===== src/rtl/vreg_pkg.sv =====
package vreg_pkg;
  localparam logic [7:0] VID_ADDR  = 8'h01;
  localparam logic [7:0] CMD_BASE  = 8'h03;
  localparam logic [7:0] STAT_ADDR = 8'h06;
  localparam int EN_BIT  = 0;
  localparam int CCM_BIT = 1;
  localparam int GO_BIT  = 7;

  typedef struct packed {
    logic ccm;
    logic en;
  } chan_cmd_t;
endpackage


===== src/rtl/vreg_regs.sv =====
module vreg_regs
  import vreg_pkg::*;
#(
  parameter int NCH     = 3,
  parameter int VID_W   = 7,
  parameter int ADDR_W  = 8,
  parameter int DATA_W  = 8,
  parameter int VID_CH  = 1,
  parameter int VID_RST = 32
) (
  input  logic              clk,
  input  logic              rst,
  input  logic              bus_off,
  input  logic              req_valid,
  output logic              req_ready,
  input  logic              req_write,
  input  logic [ADDR_W-1:0] req_addr,
  input  logic [DATA_W-1:0] req_wdata,
  output logic              rsp_valid,
  input  logic              rsp_ready,
  output logic [DATA_W-1:0] rsp_rdata,
  input  logic [NCH-1:0]    pg_in,
  input  logic              busy,
  output logic [VID_W-1:0]  pend_code,
  output logic              go_set,
  output chan_cmd_t [NCH-1:0] cmd
);
  localparam int PAD_W = DATA_W - VID_W;

  logic acc, wr;
  logic [NCH-1:0] cmd_hit;
  logic [DATA_W-1:0] rd_mux;

  assign req_ready = !rsp_valid || rsp_ready;
  assign acc = req_valid && req_ready;
  assign wr  = acc && req_write && !bus_off;

  always_ff @(posedge clk) begin
    if (rst) pend_code <= VID_W'(VID_RST);
    else if (wr && req_addr == ADDR_W'(VID_ADDR)) pend_code <= req_wdata[VID_W-1:0];
  end

  for (genvar i = 0; i < NCH; i++) begin : g_cmd
    assign cmd_hit[i] = (req_addr == ADDR_W'(CMD_BASE + 8'(i)));
    always_ff @(posedge clk) begin
      if (rst) cmd[i] <= '0;
      else if (wr && cmd_hit[i]) begin
        cmd[i].en  <= req_wdata[EN_BIT];
        cmd[i].ccm <= req_wdata[CCM_BIT];
      end
    end
  end

  assign go_set = wr && cmd_hit[VID_CH] && req_wdata[GO_BIT];

  always_comb begin
    rd_mux = '0;
    if (req_addr == ADDR_W'(VID_ADDR)) rd_mux = {{PAD_W{1'b0}}, pend_code};
    if (req_addr == ADDR_W'(STAT_ADDR)) begin
      rd_mux[NCH-1:0] = pg_in;
      rd_mux[NCH]     = busy;
    end
    for (int i = 0; i < NCH; i++) begin
      if (cmd_hit[i]) begin
        rd_mux[EN_BIT]  = cmd[i].en;
        rd_mux[CCM_BIT] = cmd[i].ccm;
        if (i == VID_CH) rd_mux[GO_BIT] = busy;
      end
    end
  end

  always_ff @(posedge clk) begin
    if (rst) begin
      rsp_valid <= 1'b0;
      rsp_rdata <= '0;
    end else if (acc && !req_write) begin
      rsp_valid <= 1'b1;
      rsp_rdata <= bus_off ? '0 : rd_mux;
    end else if (rsp_ready) begin
      rsp_valid <= 1'b0;
    end
  end
endmodule


===== src/rtl/vreg_ramp.sv =====
module vreg_ramp #(
  parameter int VID_W   = 7,
  parameter int VID_RST = 32
) (
  input  logic             clk,
  input  logic             rst,
  input  logic             step_tick,
  input  logic             go_set,
  input  logic [VID_W-1:0] pend_code,
  output logic [VID_W-1:0] vid_code,
  output logic             busy
);
  logic [VID_W-1:0] tgt;
  logic at_tgt;

  assign at_tgt = (vid_code == tgt);

  always_ff @(posedge clk) begin
    if (rst) begin
      vid_code <= VID_W'(VID_RST);
      tgt      <= VID_W'(VID_RST);
      busy     <= 1'b0;
    end else begin
      if (busy && step_tick && !at_tgt)
        vid_code <= (vid_code < tgt) ? vid_code + 1'b1 : vid_code - 1'b1;
      if (go_set) begin
        tgt  <= pend_code;
        busy <= 1'b1;
      end else if (busy && at_tgt) begin
        busy <= 1'b0;
      end
    end
  end
endmodule


===== src/rtl/vreg_chan_out.sv =====
module vreg_chan_out
  import vreg_pkg::*;
(
  input  logic      bus_off,
  input  logic      en_pin,
  input  chan_cmd_t cmd,
  output logic      ch_en,
  output logic      ccm_mode
);
  assign ch_en    = bus_off ? en_pin : cmd.en;
  assign ccm_mode = !bus_off && cmd.ccm;
endmodule


===== src/rtl/vreg_ctl.sv =====
module vreg_ctl
  import vreg_pkg::*;
#(
  parameter int NCH     = 3,
  parameter int VID_W   = 7,
  parameter int ADDR_W  = 8,
  parameter int DATA_W  = 8,
  parameter int VID_CH  = 1,
  parameter int VID_RST = 32
) (
  input  logic              clk,
  input  logic              rst,
  input  logic              bus_off,
  input  logic [NCH-1:0]    en_pin,
  input  logic [NCH-1:0]    pg_in,
  input  logic              step_tick,
  input  logic              req_valid,
  output logic              req_ready,
  input  logic              req_write,
  input  logic [ADDR_W-1:0] req_addr,
  input  logic [DATA_W-1:0] req_wdata,
  output logic              rsp_valid,
  input  logic              rsp_ready,
  output logic [DATA_W-1:0] rsp_rdata,
  output logic [VID_W-1:0]  vid_code,
  output logic              ramp_busy,
  output logic [NCH-1:0]    ch_en,
  output logic [NCH-1:0]    ccm_mode,
  output logic              ext_fb
);
  logic [VID_W-1:0] pend_code;
  logic go_set;
  chan_cmd_t [NCH-1:0] cmd;

  vreg_regs #(.NCH(NCH), .VID_W(VID_W), .ADDR_W(ADDR_W), .DATA_W(DATA_W),
              .VID_CH(VID_CH), .VID_RST(VID_RST)) u_regs (
    .clk(clk), .rst(rst), .bus_off(bus_off),
    .req_valid(req_valid), .req_ready(req_ready), .req_write(req_write),
    .req_addr(req_addr), .req_wdata(req_wdata),
    .rsp_valid(rsp_valid), .rsp_ready(rsp_ready), .rsp_rdata(rsp_rdata),
    .pg_in(pg_in), .busy(ramp_busy), .pend_code(pend_code),
    .go_set(go_set), .cmd(cmd)
  );

  vreg_ramp #(.VID_W(VID_W), .VID_RST(VID_RST)) u_ramp (
    .clk(clk), .rst(rst), .step_tick(step_tick), .go_set(go_set),
    .pend_code(pend_code), .vid_code(vid_code), .busy(ramp_busy)
  );

  for (genvar i = 0; i < NCH; i++) begin : g_ch
    vreg_chan_out u_out (
      .bus_off(bus_off), .en_pin(en_pin[i]), .cmd(cmd[i]),
      .ch_en(ch_en[i]), .ccm_mode(ccm_mode[i])
    );
  end

  assign ext_fb = bus_off;
endmodule


===== config.mk =====
export PLATFORM = sky130hd
export DESIGN_NAME = vreg_ctl
export DESIGN_NICKNAME = d
export VERILOG_FILES = /design/src/rtl/vreg_pkg.sv /design/src/rtl/vreg_regs.sv /design/src/rtl/vreg_ramp.sv /design/src/rtl/vreg_chan_out.sv /design/src/rtl/vreg_ctl.sv
export SDC_FILE = /design/constraint.sdc
export NUM_CORES = 1
export LEC_CHECK = 0
export BUFFER_PORTS_ARGS = -buffer_cell sky130_fd_sc_hd__buf_2
export CORE_ASPECT_RATIO = 0.75
export CORE_MARGIN = 3
export CORE_UTILIZATION = 56
export CTS_CLUSTER_SIZE = 12
export DETAILED_ROUTE_END_ITERATION = 16
export PLACE_DENSITY = 0.84
export SYNTH_ARGS = -nofsm -noshare
export SYNTH_HDL_FRONTEND = slang
export SYNTH_SLANG_ARGS = --single-unit
export TNS_END_PERCENT = 50

===== constraint.sdc =====
create_clock -name clk -period 8.72 [get_ports clk]
set_input_delay 1.744 -clock clk [delete_from_list [all_inputs] [get_ports clk]]
set_output_delay 1.744 -clock clk [all_outputs]
set_load 0.005 [all_outputs]

==> results of run 1 <==
-- per-layer routing --
metal  track usage, %  routed length (um)
met1             33.2                2220
met2             31.1                2050
met3             6.59                 341
met4             6.73                  17
met5                0                   0
-- per-stage QoR --
stage | setup slack, ns | cell area (sq um)
after floorplan | 4.47 | 2030
after global placement | 4.49 | 2240
after detailed placement | 4.49 | 2240
after CTS | 4.48 | 2320
after global routing | 4.45 | 2320
final | 4.47 | 2320
-- worst max-delay path, stage by stage --
cell	delay (ns)
sky130_fd_sc_hd__buf_2	0.26
sky130_fd_sc_hd__mux2_2	0.37
sky130_fd_sc_hd__buf_2	0.12
-- logic make-up (layout without fill, tap and decap cells) --
logic type                 count (synthesis)  after routing  synth area share [%]
buffers and inverters                     23             68                  6.42
muxes                                     14             14                  7.10
xor gates and xnor gates                   5              5                  2.16
DFF                                       37             37                  36.6
adders and majority gates                 14             14                  9.02
AOI/OAI and AO/OA                         56             56                  17.2
and+or+nand+nor                           83             83                  21.5
-- placed cells by master (no fill, tap or decap), types with 3 or more instances in the layout --
cell type,count
sky130_fd_sc_hd__nor2b_1,8
sky130_fd_sc_hd__ha_1,13
sky130_fd_sc_hd__inv_1,7
sky130_fd_sc_hd__mux2i_1,11
sky130_fd_sc_hd__nand4_1,3
sky130_fd_sc_hd__mux2_2,3
sky130_fd_sc_hd__xnor2_1,3
sky130_fd_sc_hd__dfxtp_1,37
sky130_fd_sc_hd__a22oi_1,7
sky130_fd_sc_hd__nor2_1,29
sky130_fd_sc_hd__o21ai_0,11
sky130_fd_sc_hd__a21oi_1,21
sky130_fd_sc_hd__nand3_1,10
sky130_fd_sc_hd__a21o_1,5
sky130_fd_sc_hd__nand3b_1,3
sky130_fd_sc_hd__nor3_1,3
sky130_fd_sc_hd__nand2_1,17
sky130_fd_sc_hd__buf_2,53
sky130_fd_sc_hd__clkbuf_8,5
-- sequential cells by signal, indices dropped and copies added, names as in the netlist --
signal / count
u_ramp.busy: 1
u_regs.rsp_rdata: 8
u_regs.cmd: 6
u_regs.pend_code: 7
u_ramp.vid_code: 7
u_ramp.tgt: 7
u_regs.rsp_valid: 1
-- power by group through the flow --
stage	clock (mW)	combinational (mW)	sequential, mW
floorplan	0	0.0123	0.173
global placement	0	0.0209	0.173
detailed placement	0	0.0212	0.173
CTS	0.118	0.0214	0.169
global route	0.125	0.0237	0.169
finish	0.116	0.0216	0.169
-- worst paths after layout --
check | start | endpoint | slack, ns
worst max-delay path | bus_off | ch_en[1] | 4.47
worst min-delay path | u_ramp.tgt[2] | u_ramp.tgt[2] | 0.45
worst max register to register | u_ramp.vid_code[2] | u_ramp.vid_code[6] | 5.39
worst min register to register | u_ramp.tgt[2] | u_ramp.tgt[2] | 0.45
-- cell type report --
cell class	instances	area, sq um	area share, %
multi-input combinational	172	1150	49.8
sequential	37	741	31.9
timing repair buffer	53	265	11.4
clock buffer	6	72.6	3.13
tap	40	50.0	2.16
inverter	7	26.3	1.13
clock inverter	2	10.0	0.432
==> out/metrics.yaml, run 1 <==
timing:
  max_slew.worst_pin.slew_ns: 0.967
  final.setup.tns_ns: 0
  drv_slew: 0
  hold-worst-slack_ns: 0.455
  max_freq_mhz: 236
  max-slew-margin-rel_pct: 35.2
  number_of_failing_setup_endpoints_in_the_final_timing_report: 0
  rsz0062_at_grt: "no"
  hold_viol: 0
  timing.clock.skew_ns: 0.00545
  finalCriticalPeriod_ns: 4.25
  timing.final.crit_share_pct: 48.7
yosys:
  synth.area.top_cells: "sky130_fd_sc_hd__dfxtp_1 (37%), sky130_fd_sc_hd__ha_1 (8.0%), sky130_fd_sc_hd__mux2i_1 (5.4%)"
  synth_fp_nets: 275
  synth_commonest_cells: "sky130_fd_sc_hd__dfxtp_1 (37), sky130_fd_sc_hd__nor2_1 (29), sky130_fd_sc_hd__a21oi_1 (21), sky130_fd_sc_hd__nand2_1 (17), sky130_fd_sc_hd__ha_1 (13)"
  yosys.cell_count.top_type: "sky130_fd_sc_hd__dfxtp_1"
  synth_top_flop_cell: "sky130_fd_sc_hd__dfxtp_1"
  seq_area_frac_synth_pct: 36.6
  yosysUniqueCellTypes: 39
  synth.top_cell.area_share_pct: 36.6
  synth_warnings: 0
  post_synth.cell_area_avg_sq_um: 8.73
  postSynth.asyncResetShare_pct: 0
  synth-seq-cells: 37
  netlist.top_cell.by_area: "sky130_fd_sc_hd__dfxtp_1"
  synth_cells: 232
  post_synth_instance_area_sq_um: 2030
  synth_enable_flop_cells: 0
clock_network:
  cts_repair_resize_count: 0
  tritoncts.num_buffers: 5
  root_buffer: "sky130_fd_sc_hd__clkbuf_8"
  clkSlewWorstSetupHoldPaths_ns: 0.07
  cts_sinks: 37
  ctsHoldBuffers: 0
  clk_path_buf_depth: 2
  tritoncts: "built"
  cts-htree-levels: 2
  clock_latency_ns: 0.29
  post-cts-setup-buffer-count: 0
drt:
  drt-initial-drc-count: 147
  routedWlPerCell_um: 14.6
  detail_route.drc_violations: 0
  postRouteAntennaNets: 0
  drt-total-wl_um: 4630
  first_pass_iters: 4
  routed_via_density: 5.60
  via_count: 1775
global_route:
  grt.total_usage_pct: 22.4
  number_of_antenna_violations_at_the_first_check_in_global_routing: 0
  via_count_of_the_first_global_routing_pass: 1587
  grt_start_max_net_pins: 39
  gr-total-overflow: 0
  first_pass_grt_wire_length_um: 7400
power:
  leakage_power_figure_nw: 1.01
  seqPwrFrac_pct: 55.1
  power-per-cell-area_nw_per_um2: 132
  cell_internal_pwr_mw: 0.233
  net-switching-power_mw: 0.0738
  clock_power_share_pct: 37.8
  switching_share_pct: 24.0
  p_comb_share_pct: 7.0
  total_power_mw: 0.307
  vdd_drop_max_mv: 0.134
setup_path:
  criticalPathCategory: "in2out"
  required_time_of_the_worst_setup_path_ns: 6.98
  data_arrival_time_at_the_worst_slack_endpoint_ns: 2.50
  worst_setup_path_end_kind: "output port"
  reg2regPathDepth: 11
  crit_fanout: 13
  setup.worst_path.start_class: "input pin"
layout:
  antenna_diode_count: 0
  areaGrowthSynthToFinish_pct: 14.5
  final-instance-count-excl-fill: 317
  fillerInstances: 296
  fraction_of_final_layout_cells_sized_beyond_drive_strength_1_pct: 24.2
  final_core_area_utilization_pct: 68.7
  final_nets: 319
place:
  dp.final_hpwl_um: 3460
  place.detailed.instances: 309
  gpl.final_weighted_congestion: 0.838
  portBuffers: 53
worst_hold_path:
  hp-class: "reg2reg"
  worst_hold_path.num_cells: 2
die:
  design.portCount: 54
  core_area_sq_um: 3380
  fp.dieArea_sq_um: 4380
  fp-row-count: 18
  die_width_um: 75.5
  die_h_um: 58.1
  start_util_pct: 60.0
run:
  max-cap-violations: 0
run_status:
  status: "finished, final reports clean"
No activity file was read; power rests on OpenSTA's default activity.
==> run 2: changes to the inputs <==
--- a/config.mk
+++ b/config.mk
@@ -8,10 +8,10 @@
 export BUFFER_PORTS_ARGS = -buffer_cell sky130_fd_sc_hd__buf_2
 export CORE_ASPECT_RATIO = 0.75
 export CORE_MARGIN = 3
-export CORE_UTILIZATION = 56
+export CORE_UTILIZATION = 47
 export CTS_CLUSTER_SIZE = 12
 export DETAILED_ROUTE_END_ITERATION = 16
-export PLACE_DENSITY = 0.84
+export PLACE_DENSITY = 0.75
 export SYNTH_ARGS = -nofsm -noshare
 export SYNTH_HDL_FRONTEND = slang
 export SYNTH_SLANG_ARGS = --single-unit
==> constraint.sdc (replaced) <==
create_clock -name clk -period 3.75 [get_ports clk]
set_input_delay 0.75 -clock clk [delete_from_list [all_inputs] [get_ports clk]]
set_output_delay 0.75 -clock clk [all_outputs]
set_load 0.005 [all_outputs]
==> run 2 against run 1 <==
Sequential power is 130% higher. Global-route usage is 4.1 points lower. First-iteration DRC count is 38% lower.
==> out/metrics.yaml, run 2 (synthesis gave the netlist of run 1 again) <==
power:
  vdd_drop_max_mv: 0.205  # +53%
  leakage_power_figure_nw: 1.01  # about the same
  power-per-cell-area_nw_per_um2: 307  # +130%
clock_network:
  cts_repair_resize_count: 0  # unchanged
  ctsHoldBuffers: 0  # unchanged
  clk_path_buf_depth: 2  # unchanged
  root_buffer: "sky130_fd_sc_hd__clkbuf_8"
  cts-htree-levels: 2  # unchanged
  cts_sinks: 37  # unchanged
  post-cts-setup-buffer-count: 0  # unchanged
  clkSlewWorstSetupHoldPaths_ns: 0.07  # about the same
  clock_latency_ns: 0.29  # about the same
  tritoncts.num_buffers: 5  # unchanged
  tritoncts: "built"
layout:
  max_flop_register: "u_regs.rsp_rdata"
  largest_register_ffs: 8  # unchanged
  multiInputGateArea_sq_um: 1150  # unchanged
  layout.area.seq_sq_um: 741  # unchanged
  final_cell_area_sq_um: 2340  # +0.97%
  final_core_area_utilization_pct: 57.1  # -12 points
  commonest_non_fill_non_tap_cells_in_the_layout: "sky130_fd_sc_hd__buf_2 (53), sky130_fd_sc_hd__dfxtp_1 (37), sky130_fd_sc_hd__nor2_1 (29)"
  antenna_diode_count: 0  # unchanged
  fraction_of_final_layout_cells_sized_beyond_drive_strength_1_pct: 23.9  # -0.27 points
  final_nets: 319  # unchanged
  fillerInstances: 382  # +29%
  final_common_cell: "sky130_fd_sc_hd__buf_2"
  areaGrowthSynthToFinish_pct: 15.6
timing:
  finalCriticalPeriod_ns: 3.31
  final.setup.tns_ns: 0  # unchanged
  max_freq_mhz: 302
  number_of_failing_setup_endpoints_in_the_final_timing_report: 0  # unchanged
  drv_slew: 0  # unchanged
  max-slew-margin-rel_pct: 38.3  # +3.0 points
  timing.clock.skew_ns: 0.00708  # +0.00162 ns
  hold_viol: 0  # unchanged
  rsz0062_at_grt: "no"
  timing.final.crit_share_pct: 88.3
  hold-worst-slack_ns: 0.446  # -0.00899 ns
  max_slew.worst_pin.slew_ns: 0.922  # -0.0451 ns
die:
  die_h_um: 62.9  # +8.2%
  start_util_pct: 49.4  # -11 points
  die_width_um: 81.8  # +8.4%
  fp-row-count: 20  # +2
  fp.dieArea_sq_um: 5140  # +17%
  core_area_sq_um: 4100  # +21%
  design.portCount: 54  # unchanged
place:
  gpl.final_weighted_congestion: 0.906  # +8.1%
  portBuffers: 53  # unchanged
  dp.final_hpwl_um: 3380  # -2.3%
  placedInstanceArea_sq_um: 2260  # +0.84%
drt:
  routedWlPerCell_um: 13.3  # -8.7%
  drt-initial-drc-count: 91  # -38%
  drt-total-wl_um: 4420  # -4.7%
  routed_via_density: 5.33  # -4.9%
  detail_route.drc_violations: 0  # unchanged
  first_pass_iters: 4  # unchanged
  via_count: 1763  # -0.68%
  postRouteAntennaNets: 0  # unchanged
global_route:
  grt.total_usage_pct: 18.3  # -4.1 points
  gr-total-overflow: 0  # unchanged
  first_pass_grt_wire_length_um: 7320  # -1.0%
  via_count_of_the_first_global_routing_pass: 1586  # -0.063%
  number_of_antenna_violations_at_the_first_check_in_global_routing: 0  # unchanged
  grt_start_max_net_pins: 39  # unchanged
setup_path:
  criticalPathCategory: "reg2reg"
  worst_setup_path_end_kind: "flip-flop"
  data_arrival_time_at_the_worst_slack_endpoint_ns: 3.53  # +1.03 ns
  crit_fanout: 8  # -5
  required_time_of_the_worst_setup_path_ns: 3.96  # -3.02 ns
  setup.worst_path.start_class: "flip-flop"
run_status:
  status: "finished, final reports clean"
worst_hold_path:
  hp-class: "reg2reg"
run:
  max-cap-violations: 0  # unchanged
[run 2: cell types whose count changed in the layout (fill, tap and decap cells not counted)]
| cell | change |
|---|---|
| sky130_fd_sc_hd__clkinv_2 | -2 |
| sky130_fd_sc_hd__clkbuf_8 | +1 |
[run 2: where the power goes]
part           internal, mW  switching (mW)  total [mW]
clock                 0.146           0.131       0.277
combinational        0.0201          0.0289      0.0490
sequential            0.393        0.000278       0.394
[run 2: area by class of cell]
| class | instances | share of cell area (%) |
|---|---|---|
| tap | 55 | 2.94 |
| timing repair buffer | 53 | 11.3 |
| sequential | 37 | 31.6 |
| clock buffer | 7 | 3.69 |
| inverter | 7 | 1.12 |
| multi-input combinational | 172 | 49.3 |
[run 2: worst paths after layout]
path | from | slack (ns) | cells past startpoint | end
max reg2reg | u_ramp.tgt[2] | 0.44 | 12 | u_ramp.vid_code[6]
min reg2reg | u_regs.rsp_rdata[0] | 0.45 | 2 | u_regs.rsp_rdata[0]
max | u_ramp.tgt[2] | 0.44 | 12 | u_ramp.vid_code[6]
min | u_regs.rsp_rdata[0] | 0.45 | 2 | u_regs.rsp_rdata[0]
[run 2: metal layers]
| metal | vias to the layer above | GRT usage, % | wire length (um) |
|---|---|---|---|
| met5 | - | 0 | 0 |
| met4 | 0 | 5.19 | 29 |
| met3 | 3 | 6.20 | 262 |
| met2 | 34 | 25.9 | 1840 |
| met1 | 813 | 26.0 | 2280 |
| li1 | 913 | - | - |
[run 2: stage by stage]
step	power, mW	cells	setup slack, ns
2_1_floorplan	0.431	232	0.846
3_3_place_gp	0.452	324	0.631
3_5_place_dp	0.452	324	0.475
4_1_cts	0.726	331	0.449
5_1_grt	0.751	331	0.193
6_report	0.720	331	0.438
[run 2: worst max-delay path, cell delays in order, from the launching register on]
cell and delay (ns):
sky130_fd_sc_hd__dfxtp_1 0.33, sky130_fd_sc_hd__inv_1 0.04, sky130_fd_sc_hd__ha_1 0.29, sky130_fd_sc_hd__nor2b_1 0.14, sky130_fd_sc_hd__a221oi_1 0.30, sky130_fd_sc_hd__o211ai_1 0.36, sky130_fd_sc_hd__fa_1 0.55, sky130_fd_sc_hd__a211oi_1 0.32
sky130_fd_sc_hd__o21bai_1 0.13, sky130_fd_sc_hd__a21oi_1 0.18, sky130_fd_sc_hd__xor2_1 0.10, sky130_fd_sc_hd__or3_1 0.35, sky130_fd_sc_hd__a21oi_1 0.15
==> run 3: changes to the inputs <==
--- a/config.mk
+++ b/config.mk
@@ -5,13 +5,15 @@
 export SDC_FILE = /design/constraint.sdc
 export NUM_CORES = 1
 export LEC_CHECK = 0
+export ABC_CLOCK_PERIOD_IN_PS = 3750
 export BUFFER_PORTS_ARGS = -buffer_cell sky130_fd_sc_hd__buf_2
 export CORE_ASPECT_RATIO = 0.75
 export CORE_MARGIN = 3
 export CORE_UTILIZATION = 47
 export CTS_CLUSTER_SIZE = 12
 export DETAILED_ROUTE_END_ITERATION = 16
-export PLACE_DENSITY = 0.75
+export HOLD_SLACK_MARGIN = 0.15
+export PLACE_DENSITY = 0.86
 export SYNTH_ARGS = -nofsm -noshare
 export SYNTH_HDL_FRONTEND = slang
 export SYNTH_SLANG_ARGS = --single-unit
==> run 3 against run 2 <==
Hold slack gained 0.0093 ns. Maximum frequency grew 1.2%. Clock power shrank 8.7%. Core utilization shrank 0.30 points. First-iteration DRC count grew 8.8%. Routed wire length grew 2.8%. Sequential cell count is the same. Sequential share of layout area grew 0.17 points. Via count grew 2.0%. Non-clock buffer count is the same. Sequential power is essentially flat. Largest cell class unchanged.
==> out/metrics.yaml, run 3 (synthesis gave the netlist of run 1 again) <==
run_status:
  status: "finished, final reports clean"
power:
  switching_share_pct: 23.1  # +0.76 points
  net-switching-power_mw: 0.161  # about the same
  seqPwrFrac_pct: 56.5  # +1.8 points
  power-per-cell-area_nw_per_um2: 299  # -2.7%
  p_comb_share_pct: 7.1  # +0.3 points
  cell_internal_pwr_mw: 0.536  # -4.2%
  vdd_drop_max_mv: 0.155  # -24%
  leakage_power_figure_nw: 1.00  # -0.44%
  clock_power_share_pct: 36.3  # -2.2 points
clock_network:
  ctsHoldBuffers: 0  # unchanged
  cts-htree-levels: 2  # unchanged
  clk_path_buf_depth: 2  # unchanged
  cts_sinks: 37  # unchanged
  root_buffer: "sky130_fd_sc_hd__clkbuf_8"
  post-cts-setup-buffer-count: 0  # unchanged
  clock_latency_ns: 0.29  # about the same
  cts_repair_resize_count: 0  # unchanged
  tritoncts.num_buffers: 5  # unchanged
  tritoncts: "built"
  clkSlewWorstSetupHoldPaths_ns: 0.07  # about the same
setup_path:
  critPathMaxStageDelay_ns: 0.54  # about the same
  critical_path.reg2reg.startpoint: "u_ramp.vid_code[2]"
  criticalPathCategory: "reg2reg"
  worst_setup_path_end_kind: "flip-flop"
  setup.worst_path.start_class: "flip-flop"
  cp_slowest_cell: "sky130_fd_sc_hd__fa_1"
  timing.critical_path.cells: "ha_1 > nor2b_1 > a221oi_1 > o211ai_1 > fa_1 > a211oi_1 > o21bai_1 > a21oi_1 > xor2_1 > or3_1 > a21oi_1"
  worst-r2r-setup-slack_ns: 0.48  # +0.04 ns
  worst_path_most_repeated_cell: "sky130_fd_sc_hd__a21oi_1"
  worstSetupStartpoint: "u_ramp.vid_code[2]"
  crit_family: "compound AO/OA/AOI/OAI gates"
  path_depth: 11  # -1
  crit_fanout: 8  # unchanged
  required_time_of_the_worst_setup_path_ns: 3.97  # about the same
  reg2regPathDepth: 11  # -1
  critPathBufInv: 0  # -1
  data_arrival_time_at_the_worst_slack_endpoint_ns: 3.49  # -0.04 ns
drt:
  postRouteAntennaNets: 0  # unchanged
  detail_route.drc_violations: 0  # unchanged
  first_pass_iters: 4  # unchanged
  routed_via_density: 5.45  # +2.4%
  via_count: 1799  # +2.0%
  drt-total-wl_um: 4540  # +2.8%
  routedWlPerCell_um: 13.8  # +3.1%
  drt-initial-drc-count: 99  # +8.8%
worst_hold_path:
  worst_hold_path.num_cells: 2  # unchanged
  hold_path.startpoint: "u_regs.rsp_rdata[0]"
  hp-class: "reg2reg"
run:
  max-cap-violations: 0  # unchanged
layout:
  final_cell_area_sq_um: 2330  # -0.53%
  multiInputGateArea_sq_um: 1150  # unchanged
  final-instance-count-excl-fill: 330  # -0.30%
  max_flop_register: "u_regs.rsp_rdata"
  fraction_of_final_layout_cells_sized_beyond_drive_strength_1_pct: 24.0  # +0.087 points
  areaGrowthSynthToFinish_pct: 15.0
  final_nets: 319  # unchanged
  largest_register_ffs: 8  # unchanged
  commonest_non_fill_non_tap_cells_in_the_layout: "sky130_fd_sc_hd__buf_2 (53), sky130_fd_sc_hd__dfxtp_1 (37), sky130_fd_sc_hd__nor2_1 (29)"
  fillerInstances: 375  # -1.8%
  final_core_area_utilization_pct: 56.8  # -0.30 points
  antenna_diode_count: 0  # unchanged
  layout.area.seq_sq_um: 741  # unchanged
  final_common_cell: "sky130_fd_sc_hd__buf_2"
timing:
  max_freq_mhz: 306  # +1.2%
  finalCriticalPeriod_ns: 3.27  # -0.0404 ns
  drv_slew: 0  # unchanged
  max-slew-margin-rel_pct: 41.2  # +2.9 points
  hold-worst-slack_ns: 0.455  # +0.00926 ns
  timing.clock.skew_ns: 0.00602  # -0.00106 ns
  rsz0062_at_grt: "no"
  hold_viol: 0  # unchanged
  final.setup.tns_ns: 0  # unchanged
  number_of_failing_setup_endpoints_in_the_final_timing_report: 0  # unchanged
  timing.final.crit_share_pct: 87.2  # -1.1 points
  max_slew.worst_pin.slew_ns: 0.878  # -0.0435 ns
die:
  fp-row-count: 20  # unchanged
  design.portCount: 54  # unchanged
  die_h_um: 62.9  # unchanged
  fp.dieArea_sq_um: 5140  # unchanged
  core_area_sq_um: 4100  # unchanged
  start_util_pct: 49.4  # unchanged
  die_width_um: 81.8  # unchanged
global_route:
  first_pass_grt_wire_length_um: 7530  # +2.9%
  number_of_antenna_violations_at_the_first_check_in_global_routing: 0  # unchanged
  grt.total_usage_pct: 18.8  # +0.55 points
  grt_start_max_net_pins: 39  # unchanged
  gr-total-overflow: 0  # unchanged
  via_count_of_the_first_global_routing_pass: 1641  # +3.5%
place:
  portBuffers: 53  # unchanged
  gpl.final_weighted_congestion: 0.929  # +2.5%
  place.detailed.instances: 324  # unchanged
  dp.final_hpwl_um: 3420  # +1.0%
  placedInstanceArea_sq_um: 2260  # unchanged
[run 3: cell count changes in the layout (fill, tap and decap cells not counted), sizes merged]
cell    delta
clkinv     +1
clkbuf     -2
[run 3: cell type report]
| cell class | instances | share of cell area [%] |
|---|---|---|
| clock buffers | 5 | 2.95 |
| clock inverters | 1 | 0.215 |
| inverters | 7 | 1.13 |
| multi-input cells | 172 | 49.6 |
| flip-flops and latches | 37 | 31.8 |
| well taps | 55 | 2.95 |
| repair buffers | 53 | 11.4 |
[run 3: final timing paths]
check                         to
min          u_regs.rsp_rdata[0]
min reg2reg  u_regs.rsp_rdata[0]
max           u_ramp.vid_code[6]
max reg2reg   u_ramp.vid_code[6]
[run 3: worst min-delay path, stage by stage, from the launching register on]
cell	delay [ns]
sky130_fd_sc_hd__dfxtp_1	0.32
sky130_fd_sc_hd__nand2_1	0.05
sky130_fd_sc_hd__o41ai_1	0.05
[run 3: metal layers]
metal / GRT usage [%] / wire length [um]
met5: 0 / 0
met1: 27.0 / 2180
met2: 26.4 / 2010
met3: 4.76 / 287
met4: 7.68 / 67
[run 3: power groups by stage]
stage	clock (mW)	combinational, mW	sequential, mW
6_report	0.253	0.0495	0.394
5_1_grt	0.273	0.0546	0.394
4_1_cts	0.260	0.0493	0.394
3_5_place_dp	0	0.0490	0.403
3_3_place_gp	0	0.0481	0.403
2_1_floorplan	0	0.0285	0.403
[run 3: through the flow]
| stage | total power, mW | setup slack, ns |
|---|---|---|
| 6_report | 0.696 | 0.478 |
| 5_1_grt | 0.721 | 0.231 |
| 4_1_cts | 0.703 | 0.524 |
| 3_5_place_dp | 0.452 | 0.550 |
| 3_3_place_gp | 0.451 | 0.651 |
| 2_1_floorplan | 0.431 | 0.846 |
